<file path="config.mk">
export PLATFORM = sky130hd
export DESIGN_NAME = tcm_matcher
export DESIGN_NICKNAME = d
export VERILOG_FILES = /design/src/rtl/tcm_pkg.sv /design/src/rtl/tcm_window.sv /design/src/rtl/tcm_serializer.sv /design/src/rtl/tcm_matcher.sv
export SDC_FILE = /design/constraint.sdc
export NUM_CORES = 1
export LEC_CHECK = 0
export BUFFER_PORTS_ARGS = -buffer_cell sky130_fd_sc_hd__buf_2
export CORE_ASPECT_RATIO = 2
export CORE_MARGIN = 2
export CORE_UTILIZATION = 30
export CTS_BUF_LIST = sky130_fd_sc_hd__clkbuf_8
export DETAILED_ROUTE_END_ITERATION = 8
export GPL_TIMING_DRIVEN = 1
export PLACE_DENSITY_LB_ADDON = 0.08
export SETUP_SLACK_MARGIN = 0.02
export SLEW_MARGIN = 5
export SYNTH_ARGS = -nofsm -noshare
export SYNTH_HDL_FRONTEND = slang
export SYNTH_HIERARCHICAL = 1
export SYNTH_SLANG_ARGS = --single-unit
</file>
<file path="constraint.sdc">
create_clock -name clk -period 6.6 [get_ports clk]
set_input_delay 0.99 -clock clk [delete_from_list [all_inputs] [get_ports clk]]
set_output_delay 0.99 -clock clk [all_outputs]
set_load 0.05 [all_outputs]
</file>
<file path="src/rtl/tcm_pkg.sv">
package tcm_pkg;
  // Default geometry of the matcher
  localparam int TCM_NBINS = 32;
  localparam int TCM_WIN   = 8;
endpackage

</file>
<file path="src/rtl/tcm_window.sv">
// Aligns both outer patterns on the centre bin and ANDs them per window slot.
module tcm_window #(
  parameter int NBINS = 32,
  parameter int WIN   = 8,
  parameter int BW    = 5
) (
  input  logic [NBINS-1:0] arr_a,
  input  logic [NBINS-1:0] arr_c,
  input  logic [BW-1:0]    ctr_bin,
  output logic [WIN-1:0]   match
);
  localparam int HALF = WIN / 2;

  // Bin of the first outer plane for slot j
  function automatic int bin_a(input int p, input int j);
    return p + j - HALF;
  endfunction

  // Bin of the second outer plane for slot j (mirror of bin_a)
  function automatic int bin_c(input int p, input int j);
    return p - j + HALF;
  endfunction

  // Bit of a pattern at a signed bin; bins off the plane read as empty
  function automatic logic pick(input logic [NBINS-1:0] v, input int idx);
    logic r;
    r = 1'b0;
    for (int k = 0; k < NBINS; k++)
      if (k == idx) r = v[k];
    return r;
  endfunction

  for (genvar j = 0; j < WIN; j++) begin : g_slot
    assign match[j] = pick(arr_a, bin_a(int'(ctr_bin), j))
                    & pick(arr_c, bin_c(int'(ctr_bin), j));
  end
endmodule

</file>
<file path="src/rtl/tcm_serializer.sv">
// Holds the AND result of one centre hit and hands out its set bits lowest first.
module tcm_serializer #(
  parameter int WIN = 8,
  parameter int OW  = 3
) (
  input  logic           clk,
  input  logic           rst_n,
  input  logic           load,
  input  logic [WIN-1:0] load_mask,
  input  logic           take,
  output logic           busy,
  output logic [OW-1:0]  lo_off
);
  logic [WIN-1:0] pend_q;

  function automatic logic [OW-1:0] lowest(input logic [WIN-1:0] m);
    logic [OW-1:0] r;
    r = '0;
    for (int i = WIN - 1; i >= 0; i--)
      if (m[i]) r = OW'(i);
    return r;
  endfunction

  function automatic logic [WIN-1:0] onehot(input logic [OW-1:0] off);
    logic [WIN-1:0] r;
    r = '0;
    for (int i = 0; i < WIN; i++)
      if (OW'(i) == off) r[i] = 1'b1;
    return r;
  endfunction

  assign busy   = |pend_q;
  assign lo_off = lowest(pend_q);

  always_ff @(posedge clk or negedge rst_n) begin
    if (!rst_n)     pend_q <= '0;
    else if (load)  pend_q <= load_mask;
    else if (take)  pend_q <= pend_q & ~onehot(lo_off);
  end

  // A new mask is only loaded once the previous one is drained
  assert_no_load_busy_R7: assert property (@(posedge clk) disable iff (!rst_n)
    load |-> !busy);
  // Each transfer removes exactly one pending match
  assert_drain_one_R4: assert property (@(posedge clk) disable iff (!rst_n)
    take |=> ($countones(pend_q) == $countones($past(pend_q)) - 1));
  // Successive matches of one hit rise in offset
  assert_ascending_R5: assert property (@(posedge clk) disable iff (!rst_n)
    (take && ($countones(pend_q) > 1)) |=> (lo_off > $past(lo_off)));
endmodule

</file>
<file path="src/rtl/tcm_matcher.sv">
// Centre-hit loop: pop a hit, capture its window AND, drain matches one by one.
module tcm_matcher
  import tcm_pkg::*;
#(
  parameter int NBINS = TCM_NBINS,
  parameter int WIN   = TCM_WIN,
  localparam int BW   = $clog2(NBINS),
  localparam int OW   = $clog2(WIN)
) (
  input  logic             clk,
  input  logic             rst_n,
  input  logic             halt,
  input  logic [NBINS-1:0] arr_a,
  input  logic [NBINS-1:0] arr_c,
  input  logic             ctr_valid,
  output logic             ctr_ready,
  input  logic [BW-1:0]    ctr_bin,
  output logic             cand_valid,
  input  logic             cand_ready,
  output logic [BW-1:0]    cand_ctr,
  output logic [OW-1:0]    cand_off,
  output logic [BW-1:0]    cand_abin,
  output logic [BW-1:0]    cand_cbin
);
  localparam int HALF = WIN / 2;

  // Named internal events used by the assertions
  logic           hit_pop;
  logic           cand_take;
  logic           busy;
  logic [WIN-1:0] win_mask;
  logic [BW-1:0]  ctr_q;
  logic [OW-1:0]  lo_off;

  tcm_window #(.NBINS(NBINS), .WIN(WIN), .BW(BW)) u_window (
    .arr_a   (arr_a),
    .arr_c   (arr_c),
    .ctr_bin (ctr_bin),
    .match   (win_mask)
  );

  assign ctr_ready  = !halt && !busy;
  assign hit_pop    = ctr_valid && ctr_ready;
  assign cand_valid = busy && !halt;
  assign cand_take  = cand_valid && cand_ready;

  tcm_serializer #(.WIN(WIN), .OW(OW)) u_ser (
    .clk       (clk),
    .rst_n     (rst_n),
    .load      (hit_pop),
    .load_mask (win_mask),
    .take      (cand_take),
    .busy      (busy),
    .lo_off    (lo_off)
  );

  always_ff @(posedge clk or negedge rst_n) begin
    if (!rst_n)       ctr_q <= '0;
    else if (hit_pop) ctr_q <= ctr_bin;
  end

  // Modular arithmetic is exact for every slot that can match
  assign cand_ctr  = ctr_q;
  assign cand_off  = lo_off;
  assign cand_abin = ctr_q + BW'(lo_off) - BW'(HALF);
  assign cand_cbin = ctr_q - BW'(lo_off) + BW'(HALF);

  assert_halt_quiet_R9: assert property (@(posedge clk) disable iff (!rst_n)
    halt |-> (!cand_valid && !ctr_ready));
  assert_busy_blocks_R7: assert property (@(posedge clk) disable iff (!rst_n)
    cand_valid |-> !ctr_ready);
  assert_hold_R6: assert property (@(posedge clk) disable iff (!rst_n)
    (cand_valid && !cand_ready) |=> ($stable(cand_off) && $stable(cand_ctr)));
  assert_empty_one_cycle_R8: assert property (@(posedge clk) disable iff (!rst_n)
    (hit_pop && (win_mask == '0)) |=> (!cand_valid && !halt) || halt);
  assert_empty_ready_R8: assert property (@(posedge clk) disable iff (!rst_n)
    (hit_pop && (win_mask == '0)) |=> !busy);
endmodule

</file>
### Word level (Yosys, flattened, before mapping)

Cells that the tools add are included.

* bitwise logic cells: 10
* reductions and logical operators: 25
* $add $sub $neg: 32
* eq/ne operators: 503
* mux-type cells: 546

Operators by type and width (count)
* equality test 6 x 32 -> 1 bit, first input constant: 256
* equality test 5 x 32 -> 1 bit, first input constant: 128
* equality test 4 x 32 -> 1 bit, first input constant: 64
* equality test 3 x 32 -> 1 bit, first input constant: 32
* two-way mux 1 bit: 536
* equality test 2 x 32 -> 1 bit, first input constant: 16
* zero test 32 bit: 16
* adder 32 x 4 -> 32 bit, second input constant: 7
* subtractor 32 x 4 -> 32 bit, second input constant: 7
* adder 5 x 3 -> 6 bit, second input constant: 4
* two-way mux 3 bit: 8
* subtractor 5 x 3 -> 6 bit, second input constant: 4
* two-way mux 8 bit: 2
* adder 5 x 2 -> 6 bit, second input constant: 2
* equality test 3 bit, first input constant: 4
* subtractor 5 x 2 -> 6 bit, second input constant: 2
* bitwise AND 1 bit: 8
* bitwise AND 8 bit: 1
* inverter 8 bit: 1
* OR reduction 8 bit: 1
* adder 5 x 1 -> 6 bit, second input constant: 1
* equality test 2 x 3 -> 1 bit, first input constant: 2
* subtractor 5 x 1 -> 6 bit, second input constant: 1
* adder 5 x 3 -> 5 bit: 1
* 8 further kinds: 12

* flip-flop bits (word level): 13
* logic and storage cells: 1118
* bits of input ports: 74

### Longest topological paths before layout

* word-level depth: 37
* depth in mapped cells: 20
* mapped depth without buffers: 13

### Modules after synthesis

The synthesis kept the hierarchy.

By module, submodules not included
* tcm_window: times used 1, area an instance 7855.0 µm², cells an instance 1258
* tcm_matcher: times used 1, area an instance 569.3 µm², cells an instance 56
* tcm_serializer: times used 1, area an instance 470.5 µm², cells an instance 51

### Worst setup path after synthesis

Ideal clock, no wire load.

* kind: reg-to-output
* start: register u_ser.pend_q[5]
* end: output port cand_abin[3]
* stages on the path, launching flop included: 11
* path slack: 1.711 ns
* required time: 5.610 ns
* data arrival time: 3.899 ns
* path through: dfrtp_1 nor2_1 o21ai_0 a211oi_1 inv_1 ha_1 inv_1 ha_1 inv_1 fa_1 xnor2_1

* longest elaborated chain between the ends: 8

RTL lines
* start: declaration: line tcm_serializer.sv:14 `logic [WIN-1:0] pend_q;`
* start signal: assignment: line tcm_serializer.sv:37 `else if (load) pend_q <= load_mask;`
* start signal: assignment: line tcm_serializer.sv:38 `else if (take) pend_q <= pend_q & ~onehot(lo_off);`
* two-way mux 3 bit (6 in a row): line tcm_serializer.sv:20 `if (m[i]) r = OW'(i);`
* via cand_off[1]: line tcm_matcher.sv:21 `output logic [OW-1:0] cand_off,`
* adder 5 x 3 -> 5 bit: line tcm_matcher.sv:65 `assign cand_abin = ctr_q + BW'(lo_off) - BW'(HALF);`
* subtractor 5 x 3 -> 5 bit: line tcm_matcher.sv:65
* end: declaration: line tcm_matcher.sv:22 `output logic [BW-1:0] cand_abin,`

The timed path passes the listed nets, and every way through them passes these cells.

### Worst setup path in the final report

* start: input port ctr_bin[0]
* end: register u_ser.pend_q[4]

* longest elaborated chain between the ends: 37
* elaborated cells between the ends (all ways): 134

RTL lines
* start: declaration: line tcm_matcher.sv:17 `input logic [BW-1:0] ctr_bin,`
* adder 5 x 3 -> 6 bit or subtractor 5 x 3 -> 6 bit (tied branches): line tcm_window.sv:16, tcm_window.sv:21
* subtractor 32 x 4 -> 32 bit or adder 32 x 4 -> 32 bit (tied branches): line tcm_window.sv:16, tcm_window.sv:21
* zero test 32 bit: line tcm_window.sv:29 `if (k == idx) r = v[k];`
* two-way mux 1 bit (32 in a row): line tcm_window.sv:29
* bitwise AND 1 bit *: line tcm_window.sv:35 `& pick(arr_c, bin_c(int'(ctr_bin), j));`
* via win_mask[4]: line tcm_matcher.sv:31 `logic [WIN-1:0] win_mask;`
* two-way mux 8 bit *: line tcm_serializer.sv:37

The timed path passes the listed nets; every way through them passes the cells marked *.
A chain may end at the register's enable or synchronous reset.

==> implementation parameters <==
Parameter                              Value

Critical path
  Startpoint type of the worst setup path    primary input
  Arrival time of the worst setup path    about 5.5 ns
  Worst Path Class, Setup    in2reg
  Delay contributed by the slowest stage of the critical path    around 0.90 ns
  Cell-by-cell listing of the critical path    buf_6, buf_4, mux2i_1, nand2_1, a31oi_1, nor3_1, o21a_1, a2111oi_0, nor3b_1, mux2_2, o31a_1
  Highest fanout seen on the critical path    63
  CP max-delay cell    mux2i_1
  Critical Path RT    6.76 ns
  Critical path buffer and inverter count    2
  Cell family with the largest share of critical-path delay    compound AO/OA/AOI/OAI gates
  Element type at the critical path end    flop

STA
  Setup TNS Final    0 ns
  Setup slack after layout    1.270 ns
  Final Hold Vio Count    0
  Setup-failing EPs final    0
  Number of pins with negative max-slew slack in the final report    2
  Clock Skew    0.003541 ns
  Final worst-path cycle share    0.8076
  Worst-margin pin slew    roughly 1.7 ns
  Maximum operating frequency    ~190 MHz
  Clock period minus worst slack    5.330 ns
  Unrepaired setup endpoints after global routing    false
  Worst slew margin relative to its limit    -0.1343

Die
  Die outline area    about 0.031 mm2
  Initial cell density of the core    0.3026
  # IOs    between 90 and 100
  Core area    0.02940 mm2
  X dimension of the die    125.8 um
  Chip Height    around 250 um
  Number of cell rows    89

Route
  Post-detailed-route count of antenna-violating nets    0
  Routed WL per cell    about 43 um
  Iteration-0 DRC Markers    1,773
  Vias per std cell    roughly 7.6
  First-pass DRT Iterations    6
  Aggregate routed wire length    about 76,000 um
  Residual DRC    0
  Total vias in the final route    between 10,000 and 15,000

Cells and area
  Cell area after layout    about 0.0095 mm2
  Share of post-route cells with drive strength above 1    0.1619
  Core occupancy in the finished layout    0.3247
  Relative area change from synthesis to final layout    7.329%
  Fill count    3,405
  Multi-input logic area    around 0.0076 mm2
  Total area of sequential cells    around 330 um2
  # nets final    ~1,500
  Post-layout instance count excluding filler cells    between 1,500 and 2,000

CTS
  Total of cells resized after clock tree synthesis    0
  Clock Root Buffer    clkbuf_8
  H-tree depth    1
  Count of hold-fix buffers inserted at cts    0
  Buffer levels on the longest clock path    2
  CTS tree    yes
  Clock transition at the registers of the reported paths    about 0.070 ns
  Later-pin clock latency in the skew report    about 0.27 ns
  TritonCTS Sinks    13
  CTS buffer count    3
  Setup Fix Bufs, Post-CTS    0

Logic synthesis
  Post-synthesis adder-cell area fraction    0.04093
  Basic-gate share of the synthesized area counting and, or, nand and nor cells    0.2654
  Number of flops mapped to enable cells by yosys    0
  Cells after Synth    ~1,400
  Multiplexer area fraction after synthesis    0.07343
  Syn nets    1,466
  Asr flop ratio synth    1.000
  Post-synthesis sequential element count    13
  Sequential-to-total area share from yosys stat    0.03657
  Mean Syn Cell Area    between 6 and 7 um2
  Netlist Area Pre-Place    a little under 0.009 mm2
  Xor-xnor portion of the synthesized cell area    0.03067
  Dominant combinational cell family by area after synthesis    compound AO/OA/AOI/OAI gates
  Number of distinct standard cells referenced by the synthesized netlist    114
  Yosys warns    6
  Most frequently used flop master after synthesis    dfrtp_1
  Synth Area in Compound Gates    0.4445

Global route
  First-pass GRT wire length    105,100 um
  Global-route total usage across every layer    0.4761
  Antenna violations before repair    5
  Via count of the first global-routing pass    13,122
  Overflow left after global routing    0
  Pin count of the biggest net entering global routing    a little over 90

Run
  Max cap viols    1

Outcome
  Run status    complete, but fails checks
  Violations in the final reports    capacitance limit, slew limit

Place
  Total half-perimeter wirelength after legalization and detailed placement    56,200 um
  Number of cells after detailed placement    roughly 1,700
  GPL Wtd Cong    1.091
  DP Worst Slack    ~1.4 ns
  Placement-stage cell area    around 0.0095 mm2
  Count of buffers inserted at the top-level ports    93

Power and ir drop
  Total power density per cell area    about 300 mW/mm2
  Worst VDD drop    around 530 uV
  P_leak    3.496 nW

Min path
  Type of the most critical hold path    reg2reg
cell families after synthesis:
logic type	after synthesis
buf+inv	183
fa+ha+maj	28
flops	13
mux	54
xor+xnor	26
simple gates	477
compound gates	584
worst reg2reg max path: cells and delay by family, from the launching register on:
kind	cells	cell delay [ns]
buf+inv	1	0.06
flops	1	0.50
simple gates	5	0.96
compound gates	2	0.68
power by group:
part           internal [mW]  switching (mW)
clock network         0.0423          0.0428
registers              0.114          0.0522
logic                  0.683            1.91
cells in the final DEF (no fill, tap or decap), types with 18 or more instances in the layout:
cell type	instances
nand2_1	135
a21oi_1	132
nor2_1	110
o21ai_0	102
buf_2	90
nand3_1	55
buf_4	53
o22ai_1	41
inv_1	39
nor3_1	36
mux2i_1	33
a22oi_1	30
a31oi_1	28
o211ai_1	26
ha_1	25
o21ai_1	21
a211oi_1	19
nor2b_1	18
nand2b_1	18
synth_stat cells (19+ instances only):
cell type  count  area [um2]
o211ai_1      26       195.2
a31oi_1       28       175.2
nor3_1        36       180.2
a22oi_1       30       225.2
nand3_1       55       275.3
mux2i_1       33       330.3
nor2b_1       19       118.9
nor2_1       110       412.9
buf_2         53       265.3
a211oi_1      19       142.6
a21oi_1      132       660.6
ha_1          25       312.8
nand2_1      135       506.7
inv_1         39       146.4
clkbuf_1      45       168.9
o21ai_1       21       105.1
o22ai_1       41       256.5
buf_6         22       247.7
o21ai_0      102       510.5
worst paths after layout:
kind                                 start               to  slack (ns)  depth (start not counted)
min                            cand_ctr[4]      cand_ctr[4]        0.56                          1
max in group asynchronous            rst_n  u_ser/pend_q[0]        5.67                          1
min in group asynchronous            rst_n      cand_ctr[3]        0.63                          1
max reg2reg                u_ser/pend_q[2]  u_ser/pend_q[3]        4.27                          8
max                             ctr_bin[0]  u_ser/pend_q[4]        1.27                         11
min reg2reg                    cand_ctr[4]      cand_ctr[4]        0.56                          1
registers in the layout (all words and copies together) (netlist names):
register / flops
cand_ctr: 5
u_ser/pend_q: 8
stage by stage:
step	hold slack, ns	power (mW)
finish	0.5625	2.847
floorplan	0.5522	1.946
global placement	0.5525	2.722
CTS	0.5749	2.804
global route	0.5977	2.963
detailed placement	0.5577	2.712
layout make-up:
cell class / instances / share of cell area
Multi-Input combinational cell: 1169 / 0.7976
Timing Repair Buffer: 148 / 0.09751
Tap cell: 364 / 0.04771
Sequential cell: 13 / 0.03408
Inverter: 43 / 0.01691
Clock buffer: 3 / 0.004325
Antenna cell: 5 / 0.001311
Clock inverter: 1 / 0.0005242
metal layers:
layer	track usage	routed length (um)	vias to the layer above
met2	0.7820	35140	1129
met5	0.001590	14	-
met4	0.5398	11070	2
met1	0.4341	22060	6271
met3	0.1524	7294	582
li1	-	-	5250
Power figures use the tool's default switching activity.
